==> src/rtl/twf_pkg.sv <==
package twf_pkg;

    typedef enum logic {
        MODE_PLAIN = 1'b0,
        MODE_QR16  = 1'b1
    } twf_mode_e;

    // Phases and quarters of a split radix-16 group.
    localparam int unsigned QR16_SLOTS = 4;

endpackage

==> src/rtl/twf_modadd.sv <==
module twf_modadd #(
    parameter int unsigned AW = 12
) (
    input  logic [AW-1:0] a,
    input  logic [AW-1:0] b,
    input  logic [AW:0]   modulus,
    output logic [AW-1:0] sum_mod
);
    logic [AW:0] raw;
    logic [AW:0] reduced;

    always_comb begin
        raw     = {1'b0, a} + {1'b0, b};
        reduced = (raw >= modulus) ? (raw - modulus) : raw;
        sum_mod = reduced[AW-1:0];
    end
endmodule

==> src/rtl/twf_cnt.sv <==
module twf_cnt #(
    parameter int unsigned W = 8
) (
    input  logic         clk,
    input  logic         rst_n,
    input  logic         clr,
    input  logic         inc,
    input  logic [W-1:0] lim,
    output logic [W-1:0] val,
    output logic         at_lim
);
    logic [W-1:0] val_d, val_q;

    always_comb begin
        val_d = val_q;
        if (clr) begin
            val_d = '0;
        end else if (inc) begin
            val_d = (val_q == lim) ? '0 : val_q + 1'b1;
        end
    end

    always_ff @(posedge clk or negedge rst_n) begin
        if (!rst_n) val_q <= '0;
        else        val_q <= val_d;
    end

    assign val    = val_q;
    assign at_lim = (val_q == lim);
endmodule

==> src/rtl/twf_exp_gen.sv <==
module twf_exp_gen
    import twf_pkg::*;
#(
    parameter int unsigned AW = 12,
    parameter int unsigned CW = 10,
    parameter int unsigned RW = 5
) (
    input  logic          clk,
    input  logic          rst_n,
    input  logic          start,
    input  logic          cfg_mode,
    input  logic [AW:0]   cfg_size,
    input  logic [CW-1:0] cfg_outer,
    input  logic [CW-1:0] cfg_inner,
    input  logic [RW-1:0] cfg_radix,
    input  logic [AW-1:0] cfg_weight,
    input  logic [AW-1:0] cfg_stride,
    output logic          out_valid,
    input  logic          out_ready,
    output logic [AW-1:0] out_exp,
    output logic          out_last,
    output logic          done,
    output logic          busy
);
    localparam int unsigned PW = (RW > 2) ? RW : 2;
    localparam logic [PW-1:0] QR16_PLIM = PW'(QR16_SLOTS - 1);

    typedef struct packed {
        logic          busy;
        logic          done;
        twf_mode_e     mode;
        logic [AW:0]   size;
        logic [CW-1:0] k_lim;
        logic [CW-1:0] l_lim;
        logic [PW-1:0] p_lim;
        logic [AW-1:0] w;
        logic [AW-1:0] s;
        logic [AW-1:0] acc;   // running leg exponent
        logic [AW-1:0] step;  // k*w mod N
        logic [AW-1:0] kq;    // k*(w/4) mod N
        logic [AW-1:0] na;    // n*k*w mod N
        logic [AW-1:0] cb;    // (n*G+k)*(w/4) mod N
    } st_t;

    st_t st_d, st_q;

    logic          quasi;
    logic          fire;
    logic          go;
    logic [PW-1:0] p_val;
    logic [1:0]    n_val;
    logic [CW-1:0] l_val, k_val;
    logic          p_at, n_at, l_at, k_at;
    logic          grp_end, stage_end;
    logic [1:0]    n_lim;
    logic [AW-1:0] acc_inc, acc_plus, step_plus, kq_plus, na_plus, cb_plus;
    logic [AW-1:0] quarter_w;

    assign quasi     = (st_q.mode == MODE_QR16);
    assign fire      = st_q.busy & out_ready;
    assign go        = start & ~st_q.busy;
    assign n_lim     = quasi ? 2'(QR16_SLOTS - 1) : 2'd0;
    assign quarter_w = st_q.w >> 2;
    assign acc_inc   = quasi ? st_q.cb : st_q.step;

    // Loop counters: leg/phase p, quarter n, middle l, outer k.
    twf_cnt #(.W(PW)) u_cnt_p (
        .clk(clk), .rst_n(rst_n), .clr(go), .inc(fire),
        .lim(st_q.p_lim), .val(p_val), .at_lim(p_at)
    );
    twf_cnt #(.W(2)) u_cnt_n (
        .clk(clk), .rst_n(rst_n), .clr(go), .inc(fire & p_at),
        .lim(n_lim), .val(n_val), .at_lim(n_at)
    );
    twf_cnt #(.W(CW)) u_cnt_l (
        .clk(clk), .rst_n(rst_n), .clr(go), .inc(fire & p_at & n_at),
        .lim(st_q.l_lim), .val(l_val), .at_lim(l_at)
    );
    twf_cnt #(.W(CW)) u_cnt_k (
        .clk(clk), .rst_n(rst_n), .clr(go), .inc(fire & p_at & n_at & l_at),
        .lim(st_q.k_lim), .val(k_val), .at_lim(k_at)
    );

    assign grp_end   = p_at & n_at;
    assign stage_end = grp_end & l_at & k_at;

    // Modular adders replace every multiplication.
    twf_modadd #(.AW(AW)) u_add_acc (
        .a(st_q.acc), .b(acc_inc), .modulus(st_q.size), .sum_mod(acc_plus));
    twf_modadd #(.AW(AW)) u_add_step (
        .a(st_q.step), .b(st_q.w), .modulus(st_q.size), .sum_mod(step_plus));
    twf_modadd #(.AW(AW)) u_add_kq (
        .a(st_q.kq), .b(quarter_w), .modulus(st_q.size), .sum_mod(kq_plus));
    twf_modadd #(.AW(AW)) u_add_na (
        .a(st_q.na), .b(st_q.step), .modulus(st_q.size), .sum_mod(na_plus));
    twf_modadd #(.AW(AW)) u_add_cb (
        .a(st_q.cb), .b(st_q.s), .modulus(st_q.size), .sum_mod(cb_plus));

    always_comb begin
        st_d      = st_q;
        st_d.done = 1'b0;
        if (go) begin
            st_d.busy  = 1'b1;
            st_d.mode  = twf_mode_e'(cfg_mode);
            st_d.size  = cfg_size;
            st_d.k_lim = cfg_outer - 1'b1;
            st_d.l_lim = cfg_inner - 1'b1;
            st_d.p_lim = cfg_mode ? QR16_PLIM : PW'(cfg_radix - 1'b1);
            st_d.w     = cfg_weight;
            st_d.s     = cfg_stride;
            st_d.acc   = '0;
            st_d.step  = '0;
            st_d.kq    = '0;
            st_d.na    = '0;
            st_d.cb    = '0;
        end else if (fire) begin
            if (quasi) begin
                if (p_val == '0)  st_d.acc = st_q.cb;
                else if (p_at)    st_d.acc = '0;
                else              st_d.acc = acc_plus;
                if (p_at) begin
                    st_d.na = na_plus;
                    st_d.cb = cb_plus;
                end
            end else begin
                st_d.acc = p_at ? '0 : acc_plus;
            end
            if (grp_end) begin
                st_d.acc = '0;
                st_d.na  = '0;
                if (l_at) begin
                    st_d.step = step_plus;
                    st_d.kq   = kq_plus;
                    st_d.cb   = kq_plus;
                end else begin
                    st_d.cb   = st_q.kq;
                end
            end
            if (stage_end) begin
                st_d.busy = 1'b0;
                st_d.done = 1'b1;
            end
        end
    end

    always_ff @(posedge clk or negedge rst_n) begin
        if (!rst_n) st_q <= '0;
        else        st_q <= st_d;
    end

    assign busy      = st_q.busy;
    assign done      = st_q.done;
    assign out_valid = st_q.busy;
    assign out_exp   = (quasi && p_val == '0) ? st_q.na : st_q.acc;
    assign out_last  = st_q.busy & stage_end;

    // Assertions
    assert_exp_below_size_R3: assert property (@(posedge clk) disable iff (!rst_n)
        out_valid |-> ({1'b0, out_exp} < st_q.size));

    assert_group_zero_R4: assert property (@(posedge clk) disable iff (!rst_n)
        (out_valid && p_val == '0 && (!quasi || n_val == 2'd0)) |-> (out_exp == '0));

    assert_hold_R5: assert property (@(posedge clk) disable iff (!rst_n)
        (out_valid && !out_ready) |=> (out_valid && $stable(out_exp)));

    assert_done_after_last_R6: assert property (@(posedge clk) disable iff (!rst_n)
        $rose(done) |-> $past(out_valid && out_ready && out_last));

    assert_cfg_kept_R7: assert property (@(posedge clk) disable iff (!rst_n)
        (busy && start) |=> ($stable(st_q.size) && $stable(st_q.w) && $stable(st_q.mode)));

    assert_counters_in_range_R9: assert property (@(posedge clk) disable iff (!rst_n)
        busy |-> (k_val <= st_q.k_lim && l_val <= st_q.l_lim && p_val <= st_q.p_lim));
endmodule

==> config.mk <==
export PLATFORM = sky130hd
export DESIGN_NAME = twf_exp_gen
export DESIGN_NICKNAME = d
export VERILOG_FILES = /design/src/rtl/twf_pkg.sv /design/src/rtl/twf_modadd.sv /design/src/rtl/twf_cnt.sv /design/src/rtl/twf_exp_gen.sv
export SDC_FILE = /design/constraint.sdc
export NUM_CORES = 1
export LEC_CHECK = 0
export BUFFER_PORTS_ARGS = -buffer_cell sky130_fd_sc_hd__buf_2
export CAP_MARGIN = 20
export CORE_MARGIN = 3
export CORE_UTILIZATION = 40
export CTS_CLUSTER_DIAMETER = 50
export DETAILED_ROUTE_END_ITERATION = 10
export SYNTH_ARGS = -nofsm -noshare
export SYNTH_HDL_FRONTEND = slang
export SYNTH_HIERARCHICAL = 1
export SYNTH_SLANG_ARGS = --single-unit
==> constraint.sdc <==
create_clock -name clk -period 12.43 [get_ports clk]
set_input_delay 2.486 -clock clk [delete_from_list [all_inputs] [get_ports clk]]
set_output_delay 2.486 -clock clk [all_outputs]
set_load 0.02 [all_outputs]
[After elaboration in Yosys (flattened, before gate mapping)]
Index checks and enable logic that the tools add are counted.
Cells by class
  equal/unequal tests: 4
  magnitude comparators: 5
  reduce and logical (&&, ||, !) cells: 14
  bitwise logic cells: 10
  mux-type cells: 35
  $add $sub $neg: 17
Operators by type and width (count)
  $mux 60: 3
  $mux 12: 11
  $mux 24: 3
  $ge 13x13->1: 5
  $mux 10: 6
  $sub 12x12->12: 5
  $add 12x12->13: 4
  $add 10x1->10 const B: 2
  $eq 10x10->1: 2
  $mux 5: 4
  $sub 10x1->10 const B: 2
  $reduce_bool 2->1: 7
  $add 12x10->13: 1
  $mux 2: 6
  $and 1x1->1: 9
  $reduce_and 3->1: 2
  $reduce_bool 3->1: 2
  $add 5x1->5 const B: 1
  $eq 5x5->1: 1
  $logic_not 5->1: 1
  $sub 5x1->5 const B: 1
  $add 2x1->2 const B: 1
  $eq 2x2->1: 1
  $mux 1: 2
  3 further kinds: 3
Storage, ports and cells
  output and inout bits: 16
  logic and storage cells: 103
  register bits after elaboration: 152
  input bits: 67

[Depth between registers and ports, before layout]
Gate-level depths: netlist of the first run.
  word-level depth: 10
  gate-level depth with buffers: 21
  gate-level depth less buffers: 18

[Hierarchy]
The synthesis of the first run kept the hierarchy.
By module, submodules not included
  twf_exp_gen: cells each 615, seq. area each 3128.0 um2, times used 1, area an instance 5918.2 um2
  twf_modadd (u_add_acc ...): cells each 175, seq. area each 0.0 um2, times used 3, area an instance 1396.3 um2
  twf_cnt (u_cnt_k ...): cells each 75, seq. area each 250.2 um2, times used 2, area an instance 773.2 um2
  twf_modadd (u_add_na): cells each 163, seq. area each 0.0 um2, times used 1, area an instance 1318.8 um2
  twf_modadd (u_add_step): cells each 163, seq. area each 0.0 um2, times used 1, area an instance 1258.7 um2
  twf_cnt (u_cnt_p): cells each 40, seq. area each 125.1 um2, times used 1, area an instance 389.1 um2
  twf_cnt (u_cnt_n): cells each 14, seq. area each 50.0 um2, times used 1, area an instance 126.4 um2

[Worst setup path after synthesis of the first run]
No wires, ideal clock.
  kind: register to output
  start: register u_cnt_l.val_q[0] (netlist: u_cnt_l/val[0])
  end: output out_last
  buffers on the path: 2
  data required time: 9.944 ns
  setup slack: 7.808 ns
  stages on the path, launching flop included: 8
  arrival: 2.136 ns
  cells stage by stage: dfrtp_1 xnor2_1 nand4_4 nor3_4 clkbuf_1 clkbuf_1 nand3_1 nor2_1
Between the ends
  longest elaborated chain between the ends: 4
Ends and longest elaborated chain
  start: declaration: line twf_cnt.sv:12  | logic [W-1:0] val_d, val_q;
  start signal: assignment: line twf_cnt.sv:25  | else val_q <= val_d;
  $eq 10x10->1: line twf_cnt.sv:29  | assign at_lim = (val_q == lim);
  via l_at: line twf_exp_gen.sv:53  | logic p_at, n_at, l_at, k_at;
  $and 1x1->1 (2 in series): line twf_exp_gen.sv:85  | assign stage_end = grp_end & l_at & k_at;
  $and 1x1->1: line twf_exp_gen.sv:155  | assign out_last = st_q.busy & stage_end;
  end: declaration: line twf_exp_gen.sv:21  | output logic out_last,
The timed path passes the listed nets, and every way through them passes these cells.

[Final worst setup path of the first run]
  start: register st_q, in the netlist quasi
  end: register st_q[49] (netlist name)
Between the ends
  longest elaborated chain between the ends: 10
  elaborated cells between the ends (all ways): 14
  classes of those cells: 2 x add/sub; 1 x order compare; 1 x eq/ne; 9 x mux; 1 x bitwise
Ends and longest elaborated chain
  start: declaration: line twf_exp_gen.sv:45  | st_t st_d, st_q;
  start signal: assignment: line twf_exp_gen.sv:148  | else st_q <= st_d;
  $mux 12 *: line twf_exp_gen.sv:64  | assign acc_inc = quasi ? st_q.cb : st_q.step;
  via acc_inc[0]: line twf_exp_gen.sv:56  | logic [AW-1:0] acc_inc, acc_plus, step_plus, kq_plus, na_plus, cb_plus;
  $add 12x12->13 *: line twf_modadd.sv:13  | raw = {1'b0, a} + {1'b0, b};
  $sub 12x12->12 or $ge 13x13->1 (tied branches): line twf_modadd.sv:14  | reduced = (raw >= modulus) ? (raw - modulus) : raw;
  $mux 12 *: line twf_modadd.sv:14
  via acc_plus[1]: line twf_exp_gen.sv:56
  $mux 12 *: line twf_exp_gen.sv:119, twf_exp_gen.sv:126
  $mux 12: line twf_exp_gen.sv:118  | if (p_val == '0) st_d.acc = st_q.cb;
  $mux 12 *: line twf_exp_gen.sv:117  | if (quasi) begin
  $mux 60 *: line twf_exp_gen.sv:128  | if (grp_end) begin
  $mux 60 *: line twf_exp_gen.sv:116  | end else if (fire) begin
  $mux 60 *: line twf_exp_gen.sv:102  | if (go) begin
The timed path passes the listed nets; every way through them passes the cells marked *. The select of a mux whose other input is x is not followed.
A chain may end at the register's enable or synchronous reset.

==> impl_metrics.csv, run 1 <==
group,metric,value,unit
global_route,track_usage,0.2185,
placed_design,dpl_cell_area,0.01538,sq mm
critical_path,endpoint_kind,"flop",
status,outcome,"completed",
floorplanning,rows,69,
critical_path,cp_data_required_time,12.73,ns
clock_network,worstSkewPairLatency,0.44,ns
logic_synthesis,ys_warn_count,6,
global_route,grt_use_met2,0.3427,
logic_synthesis,synth_top_family_by_area,"compound AO/OA/AOI/OAI gates",
floorplanning,die_area,0.03921,sq mm
global_route,grt_overflow,0,
cells_and_area,nNetsFinal,1924,
logic_synthesis,synth-xor-area-share,0.07433,
logic_synthesis,yosysSeqAreaShare,0.2579,
timing,finalHoldViolations,0,
logic_synthesis,synth_compound_area_frac,0.2107,
critical_path,crit_chain,"mux2_2 -> ha_1 -> fa_1 -> a211o_1 -> a21oi_1 -> o21ai_0 -> a41oi_1 -> xnor2_1 -> ha_1 -> nand4_1 -> nor3_1 -> a211oi_1 -> a31oi_1 -> o21a_1 -> mux2_2 -> and4b_1 -> o21ai_0 -> o211ai_1",
power_and_ir_drop,power_frac_seq,0.253,
detailed_routing,first_pass_iters,7,
logic_synthesis,syn-instance-count,1670,
logic_synthesis,synth-edff-count,0,
logic_synthesis,post-synth-top-area-cell,"dfrtp_1",
logic_synthesis,synth_cell_types,98,
timing,tightest_slew,1.013,ns
clock_network,cts_tree,"yes",
detailed_routing,drcViolationCount,0,
critical_path,critPathMaxFanout,24,
logic_synthesis,yosys.area_share.simple,0.1891,
floorplanning,core-area,0.03591,sq mm
detailed_routing,wl,43.05,mm
global_route,gr-usage-met1,0.3172,
placed_design,dp_cells,2156,
global_route,grt_pass1_vias,12030,
global_route,antenna_found_initial,3,
clock_network,post-cts-setup-buffers,0,
logic_synthesis,synth-async-reset-ratio,1.000,
clock_network,cts-root-buf,"clkbuf_16",
logic_synthesis,synth-seq-cells,152,
power_and_ir_drop,p_total,2.720,mW
critical_path,path_class,"reg2reg",
critical_path,arrival,5.90,ns
timing,maxSlewHeadroom,0.3247,
clock_network,cts_buffers,17,
logic_synthesis,yosys_most_used_dff,"dfrtp_1",
global_route,busiest_layer,"met2",
cells_and_area,areaGrowthSynthToFinish,8.621,%
timing,timing.hold.ws,0.4956,ns
global_route,grt_start_max_net_pins,90,
timing,clock_skew,0.01350,ns
clock_network,cts_buffer_depth,2,
power_and_ir_drop,p_sw_frac,0.4242,
clock_network,clkTransAtPathRegs,0.07,ns
cells_and_area,postLayoutCellArea,0.01602,sq mm
placed_design,dp_slack,6.949,ns
detailed_routing,antenna_left,0,
detailed_routing,drt_iter0_drc,1107,
timing,tns,0,ns
clock_network,ctsHoldBuffers,0,
detailed_routing,wire_per_inst,19.66,um
logic_synthesis,synth_commonest_cells,"nand2_1 (217), dfrtp_1 (152), ha_1 (131)",
cells_and_area,antennaDiodeCount,0,
power_and_ir_drop,p_comb_frac,0.549,
detailed_routing,via_per_inst,5.856,
timing,period_share,0.4505,
placed_design,dp_hpwl,32.01,mm
cells_and_area,instances_no_fill,2190,
global_route,grt_use_met3,0.03080,
placed_design,globalplace.congestion,0.9066,
critical_path,cpPeakStageDelay,0.93,ns
logic_synthesis,synth_fa_ha_area_frac,0.1247,
floorplanning,die_w,198.0,um
floorplanning,io_pins,83,
cells_and_area,drive_above_1_share,0.1596,
power_and_ir_drop,irDropWorstVdd,0.1042,mV
logic_synthesis,synthMuxAreaShare,0.08977,
floorplanning,initial_core_util,0.4106,
clock_network,ctsResizeCount,0,
floorplanning,die-height,198.0,um
critical_path,critPathLaunchType,"flop",
logic_synthesis,syn_area,0.01475,sq mm
timing,setup_violations,0,
timing,slew_viol_final,0,
logic_synthesis,synth_area_leaders,"dfrtp_1 (26%), ha_1 (11%), nand2_1 (5.5%), mux2_4 (4.5%), xnor2_1 (4.5%)",
timing,timing.final.ws_setup,6.831,ns
timing,finalCriticalPeriod,5.599,ns
placed_design,portBuffers,82,
power_and_ir_drop,power_density,169.8,mW/mm^2
cells_and_area,utilization,0.4460,
critical_path,slowest_stage,"dfrtp_1",
global_route,grt_pass1_wl,67.44,mm
timing,rsz0062_at_grt,"no",
timing,fmax,0.1786,GHz
power_and_ir_drop,p_clk_frac,0.198,
detailed_routing,dr_total_vias,12820,
power_and_ir_drop,switchingPower,1.154,mW
power_and_ir_drop,leakage,7.419,nW
logic_synthesis,netlist.area_leader.share,0.2579,
clock_network,htree_levels,4,
power_and_ir_drop,internal_power,1.566,mW
run,maxCapViolCount,0,
min_path,hp-class,"reg2reg",
logic_synthesis,avgSynthCellArea,8.830,sq um
logic_synthesis,yosysMostFrequentCell,"nand2_1",
clock_network,cts_sinks,152,
==> cells by family after synthesis <==
kind of cell             after synthesis
flip-flops                           152
XOR/XNOR                             120
multiplexers                         106
adder cells (fa/ha/maj)              141
buffers and inverters                161
AND/OR/NAND/NOR                      546
other                                  1
AO/OA/AOI/OAI                        443
==> placed cells by master (no fill, tap or decap), types with 17 or more instances in the layout <==
master	Yosys	routed
nand2_1	217	217
dfrtp_1	152	152
ha_1	131	131
nor2_1	98	98
o21ai_0	97	97
inv_1	94	94
a21oi_1	82	82
buf_2	8	81
xnor2_1	75	75
nand3_1	57	57
mux2_4	44	44
xor2_1	42	42
a21o_1	39	39
mux2_2	33	33
mux2i_1	28	28
nor3_1	28	28
a211oi_1	28	28
o21a_1	27	27
a31oi_1	23	23
o211ai_1	20	20
clkbuf_16	0	17
==> layer usage <==
layer | vias to the layer above | part of all wire
met5 | - | 0
met3 | 50 | 0.051
met2 | 345 | 0.45
li1 | 6147 | -
met4 | 0 | 0.021
met1 | 6282 | 0.48
==> path summary, 6_finish.rpt <==
path / from / to / slack (ns) / cells after the start
max in group asynchronous: rst_n / st_q[87] / 8.88 / 2
hold reg to reg: st_q[64] / st_q[64] / 0.50 / 2
setup / recovery: quasi / st_q[49] / 6.83 / 18
min in group asynchronous: rst_n / st_q[13] / 2.08 / 1
setup reg to reg: quasi / st_q[49] / 6.83 / 18
hold / removal: st_q[64] / st_q[64] / 0.50 / 2
==> cell type report <==
class / count / area, sq um
fill: 3558 / 19900
multi-input combinational: 1358 / 10170
sequential: 152 / 3804
tap: 461 / 576.8
timing repair buffer: 90 / 496.7
clock buffer: 18 / 439.2
inverter: 97 / 365.4
clock inverter: 14 / 161.4
==> sequential cells by signal (all words and copies together) (netlist names) <==
name / count
u_cnt_p/val: 5
quarter_w: 10
done: 1
busy: 1
u_cnt_k/val: 10
st_q: 112
u_cnt_n/val: 2
quasi: 1
u_cnt_l/val: 10
==> power groups by stage <==
stage / combinational (mW) / clock [mW] / sequential, mW
3_3_place_gp: 1.45 / 0 / 0.696
6_report: 1.49 / 0.539 / 0.687
3_5_place_dp: 1.47 / 0 / 0.695
2_1_floorplan: 1.24 / 0 / 0.626
4_1_cts: 1.48 / 0.547 / 0.686
5_1_grt: 1.64 / 0.569 / 0.694
==> critical path: cells and delay by family, from the launching register on <==
kind / cells / cell delay [ns]
xor+xnor: 1 / 0.14
compound gates: 9 / 1.97
flops: 1 / 0.93
fa+ha+maj: 3 / 1.04
simple gates: 3 / 0.54
mux: 2 / 0.82
No activity file was read; power rests on OpenSTA's default activity.
==> run 2, diff against run 1 <==
==> constraint.sdc (replaced) <==
create_clock -name clk -period 5.4 [get_ports clk]
set_input_delay 1.08 -clock clk [delete_from_list [all_inputs] [get_ports clk]]
set_output_delay 1.08 -clock clk [all_outputs]
set_load 0.02 [all_outputs]
==> run 2 against run 1 <==
Compared with the run above: wire length rose by 2.3%; critical path depth down 1; sequential cell count did not move; non-clock buffer count increased by 5; clock skew rose by 0.011 ns; die area unchanged; via count decreased by 0.50%; utilization is 0.11 points higher; count of clock-buffer cells in the layout decreased by 1; setup slack worse by 6.2 ns; largest power group unchanged; highest routed layer is now met5.
==> impl_metrics.csv, run 2 (synthesized netlist as in run 1, its figures left out) <==
group,metric,value,unit
detailed_routing,wire_per_inst,20.07,um
critical_path,critPathMaxFanout,11,
floorplanning,rows,69,
floorplanning,die_area,0.03921,sq mm
clock_network,cts_buffers,17,
global_route,grt_start_max_net_pins,124,
critical_path,timing.critical_path.buf_inv,0,
global_route,grt_pass1_wl,69.25,mm
power_and_ir_drop,power_density,392.0,mW/mm^2
clock_network,cts-root-buf,"clkbuf_16",
clock_network,post-cts-setup-buffers,0,
floorplanning,core-area,0.03591,sq mm
cells_and_area,final_cell_mix,"nand2_1 (217), dfrtp_1 (152), ha_1 (131)",
timing,setup_violations,0,
floorplanning,die-height,198.0,um
detailed_routing,first_pass_iters,5,
clock_network,cts_sinks,152,
timing,tightest_slew,1.112,ns
critical_path,crit_chain,"ha_1 -> fa_1 -> a211o_1 -> a21oi_1 -> o21ai_0 -> a41oi_1 -> xnor2_1 -> ha_1 -> nand4_1 -> nor3_1 -> a211oi_1 -> a31oi_1 -> o21a_1 -> mux2_4 -> mux2i_1 -> nor2_1 -> a221o_1",
clock_network,cts_buffer_depth,2,
detailed_routing,antenna_left,0,
timing,finalHoldViolations,0,
critical_path,critPathLaunchType,"flop",
critical_path,cp_data_required_time,5.74,ns
cells_and_area,areaGrowthSynthToFinish,8.892,%
cells_and_area,postLayoutCellArea,0.01606,sq mm
detailed_routing,drt_iter0_drc,988,
clock_network,ctsResizeCount,0,
critical_path,slowest_stage,"o21a_1",
placed_design,portBuffers,82,
placed_design,dpl_cell_area,0.01544,sq mm
cells_and_area,antennaDiodeCount,0,
cells_and_area,multi_input_area,0.01017,sq mm
clock_network,htree_levels,4,
min_path,hp-class,"reg2reg",
clock_network,clkTransAtPathRegs,0.09,ns
global_route,grt_pass1_vias,12140,
power_and_ir_drop,irDropWorstVdd,0.2087,mV
critical_path,endpoint_kind,"flop",
placed_design,dp_hpwl,32.49,mm
clock_network,worstSkewPairLatency,0.45,ns
floorplanning,io_pins,83,
placed_design,globalplace.congestion,0.9405,
critical_path,cp_common_cell,"ha_1",
cells_and_area,drive_above_1_share,0.1621,
cells_and_area,largest_register,"st_q",
timing,tns,0,ns
run,maxCapViolCount,0,
cells_and_area,ff_latch_area,0.003804,sq mm
cells_and_area,largest_reg_flops,112,
timing,rsz0062_at_grt,"no",
floorplanning,initial_core_util,0.4106,
timing,finalCriticalPeriod,4.804,ns
timing,fmax,0.2082,GHz
cells_and_area,nNetsFinal,1929,
global_route,track_usage,0.2235,
timing,clock_skew,0.02468,ns
clock_network,cts_tree,"yes",
critical_path,cpPeakStageDelay,0.63,ns
critical_path,path_delay_family,"compound AO/OA/AOI/OAI gates",
cells_and_area,final_common_cell,"nand2_1",
clock_network,ctsHoldBuffers,0,
timing,maxSlewHeadroom,0.2584,
detailed_routing,wl,44.06,mm
timing,period_share,0.8896,
critical_path,arrival,5.14,ns
global_route,grt_overflow,0,
global_route,antenna_found_initial,2,
status,outcome,"completed",
cells_and_area,fillers,3537,
critical_path,path_class,"reg2reg",
power_and_ir_drop,leakage,7.450,nW
detailed_routing,drcViolationCount,0,
timing,timing.hold.ws,0.4967,ns
timing,slew_viol_final,0,
floorplanning,die_w,198.0,um
detailed_routing,dr_total_vias,12760,
detailed_routing,via_per_inst,5.813,
==> run 2: changes by cell type in the layout (fill, tap and decap cells not counted), sizes merged <==
cell      before  now
buf           90   95
bufinv         2    1
clkbuf        18   17
clkinvlp       4    1
clkinv         4    9
==> run 2: power breakdown <==
part | total, mW | internal [mW] | switching, mW
Sequential | 1.57 | 1.29 | 0.277
Clock | 1.27 | 0.665 | 0.605
Combinational | 3.46 | 1.61 | 1.84
==> run 2: path summary, 6_finish.rpt <==
check | to | start | depth (start not counted) | slack [ns]
setup / recovery | st_q[3] | st_q[24] | 17 | 0.60
setup reg to reg | st_q[3] | st_q[24] | 17 | 0.60
max in group asynchronous | st_q[32] | rst_n | 2 | 3.78
hold / removal | st_q[63] | st_q[63] | 2 | 0.50
hold reg to reg | st_q[63] | st_q[63] | 2 | 0.50
min in group asynchronous | st_q[2] | rst_n | 1 | 0.51
==> run 2: worst min-delay path: cells and delay by family (launching register included) <==
family	cells	cell delay, ns
flops	1	0.36
simple gates	2	0.11
==> run 2: final cells by class <==
cell class                 instances  area share
clock buffer                      17     0.02649
inverter                          97     0.02275
sequential                       152      0.2369
tap                              461     0.03592
clock inverter                    15     0.01153
timing repair buffer              95     0.03280
multi-input combinational       1358      0.6336
==> run 2: stage by stage <==
stage / power, mW / util / std cells / setup slack, ns
floorplan: 4.293 / - / 1671 / 0.7806
global placement: 4.950 / 0.4299 / 2162 / 0.8229
detailed placement: 4.977 / 0.4299 / 2162 / 0.6884
CTS: 6.277 / 0.4469 / 2194 / 0.6654
global route: 6.718 / 0.4471 / 2195 / 0.2320
finish: 6.294 / 0.4471 / 2195 / 0.5962
==> run 2: layer usage <==
metal | up-vias | wire length (um) | GRT usage
li1 | 6163 | - | -
met1 | 6163 | 20950 | 0.3256
met2 | 375 | 19290 | 0.3408
met3 | 57 | 2590 | 0.03505
met4 | 2 | 1223 | 0.06972
met5 | - | 8 | 0
==> run 3, diff against run 2 <==
--- a/config.mk
+++ b/config.mk
@@ -9,6 +9,7 @@
 export CAP_MARGIN = 20
 export CORE_MARGIN = 3
 export CORE_UTILIZATION = 40
+export CTS_BUF_LIST = sky130_fd_sc_hd__clkbuf_8
 export CTS_CLUSTER_DIAMETER = 50
 export DETAILED_ROUTE_END_ITERATION = 10
 export SYNTH_ARGS = -nofsm -noshare
==> run 3 against run 2 <==
Compared with the run above: first-iteration DRC count is 5.7% lower; sequential share of layout area up 0.29 points; power shrank 5.0%; worst hold slack worse by 0.045 ns; combinational power hardly changed; setup slack better by 0.021 ns; utilization shrank 0.53 points; clock power shrank 25%.
==> impl_metrics.csv, run 3 (synthesized netlist as in run 1, its figures left out) <==
group,metric,value,unit
critical_path,cp_data_required_time,5.79,ns
placed_design,portBuffers,82,
floorplanning,die-height,198.0,um
clock_network,cts_sinks,152,
floorplanning,core-area,0.03591,sq mm
detailed_routing,first_pass_iters,8,
clock_network,clkTransAtPathRegs,0.12,ns
timing,clock_skew,0.03563,ns
clock_network,cts_buffer_depth,2,
min_path,hp-class,"in2async",
timing,rsz0062_at_grt,"no",
clock_network,htree_levels,4,
critical_path,critPathLaunchType,"flop",
floorplanning,die_w,198.0,um
critical_path,path_class,"reg2reg",
critical_path,r2r_setup_slack,0.62,ns
cells_and_area,postLayoutCellArea,0.01587,sq mm
detailed_routing,wire_per_inst,20.01,um
run,maxCapViolCount,0,
critical_path,reg2reg_to,"st_q[3]",
clock_network,cts-root-buf,"clkbuf_8",
floorplanning,io_pins,83,
cells_and_area,final_common_cell,"nand2_1",
critical_path,arrival,5.17,ns
placed_design,dp_cells,2162,
detailed_routing,antenna_left,0,
status,outcome,"completed",
cells_and_area,nNetsFinal,1929,
global_route,grt_pass1_wl,69.17,mm
floorplanning,die_area,0.03921,sq mm
cells_and_area,largest_reg_flops,112,
power_and_ir_drop,power_density,377.0,mW/mm^2
timing,setup_violations,0,
detailed_routing,via_per_inst,5.804,
critical_path,endpoint_kind,"flop",
cells_and_area,antennaDiodeCount,0,
placed_design,dp_hpwl,32.49,mm
timing,tns,0,ns
detailed_routing,wl,43.92,mm
clock_network,ctsResizeCount,0,
placed_design,globalplace.congestion,0.9405,
clock_network,cts_buffers,17,
global_route,track_usage,0.2229,
critical_path,setup.worst_path.start,"st_q[24]",
global_route,grt_start_max_net_pins,124,
cells_and_area,largest_register,"st_q",
critical_path,critPathMaxFanout,11,
clock_network,cts_tree,"yes",
placed_design,dpl_cell_area,0.01544,sq mm
cells_and_area,areaGrowthSynthToFinish,7.594,%
power_and_ir_drop,irDropWorstVdd,0.1740,mV
global_route,grt_pass1_vias,12170,
timing,period_share,0.8858,
timing,maxSlewHeadroom,0.2507,
timing,slew_viol_final,0,
cells_and_area,final_cell_mix,"nand2_1 (217), dfrtp_1 (152), ha_1 (131)",
floorplanning,initial_core_util,0.4106,
timing,fmax,0.2091,GHz
detailed_routing,drcViolationCount,0,
detailed_routing,drt_iter0_drc,932,
power_and_ir_drop,p_total,5.982,mW
critical_path,critPathCapture,"st_q[3]",
critical_path,r2r-start,"st_q[24]",
floorplanning,rows,69,
clock_network,worstSkewPairLatency,0.50,ns
global_route,grt_overflow,0,
cells_and_area,drive_above_1_share,0.1621,
timing,tightest_slew,1.124,ns
clock_network,post-cts-setup-buffers,0,
cells_and_area,instances_no_fill,2195,
placed_design,dp_slack,0.6884,ns
clock_network,ctsHoldBuffers,0,
detailed_routing,dr_total_vias,12740,
critical_path,reg2regPathDepth,17,
timing,timing.final.ws_setup,0.6168,ns
power_and_ir_drop,leakage,7.363,nW
global_route,antenna_found_initial,2,
timing,finalCriticalPeriod,4.783,ns
timing,finalHoldViolations,0,
run 3: power breakdown:
part / leakage [nW] / total (mW) / switching [mW] / internal [mW]
registers: 1.99 / 1.57 / 0.277 / 1.29
clock network: 0.208 / 0.957 / 0.564 / 0.393
logic: 5.16 / 3.46 / 1.84 / 1.61
run 3: worst max-delay path: stages (launching register included):
cell	delay [ns]
dfrtp_1	0.41
ha_1	0.25
fa_1	0.43
a211o_1	0.29
a21oi_1	0.18
o21ai_0	0.15
a41oi_1	0.28
xnor2_1	0.12
ha_1	0.38
nand4_1	0.12
nor3_1	0.19
a211oi_1	0.11
a31oi_1	0.15
o21a_1	0.63
mux2_4	0.36
mux2i_1	0.20
nor2_1	0.12
a221o_1	0.30
run 3: area by class of cell:
class / count / area, sq um
fillers: 3549 / 20050
multi-input cells: 1358 / 10170
flip-flops and latches: 152 / 3804
well taps: 461 / 576.8
repair buffers: 95 / 526.8
inverters: 97 / 365.4
clock buffers: 17 / 234.0
clock inverters: 15 / 185.2
run 3: worst min-delay path by stage:
stage | from | endpoint
after global routing | rst_n | st_q[2]
after CTS | rst_n | st_q[2]
after detailed placement | st_q[63] | st_q[63]
after global placement | st_q[60] | st_q[60]
after floorplan | st_q[60] | st_q[60]
final | rst_n | st_q[2]
run 3: routing by layer:
metal,wire length [um],vias up,track usage
met5,8,-,0
met4,1071,2,0.06265
met3,2715,54,0.03250
met2,19370,390,0.3450
met1,20750,6131,0.3248
li1,-,6163,-
run 3: through the flow:
| stage | util | hold slack, ns |
|---|---|---|
| final | 0.4418 | 0.4516 |
| after global routing | 0.4418 | 0.4501 |
| after CTS | 0.4416 | 0.4323 |
| after detailed placement | 0.4299 | 0.4926 |
| after global placement | 0.4299 | 0.4828 |
| after floorplan | - | 0.4497 |
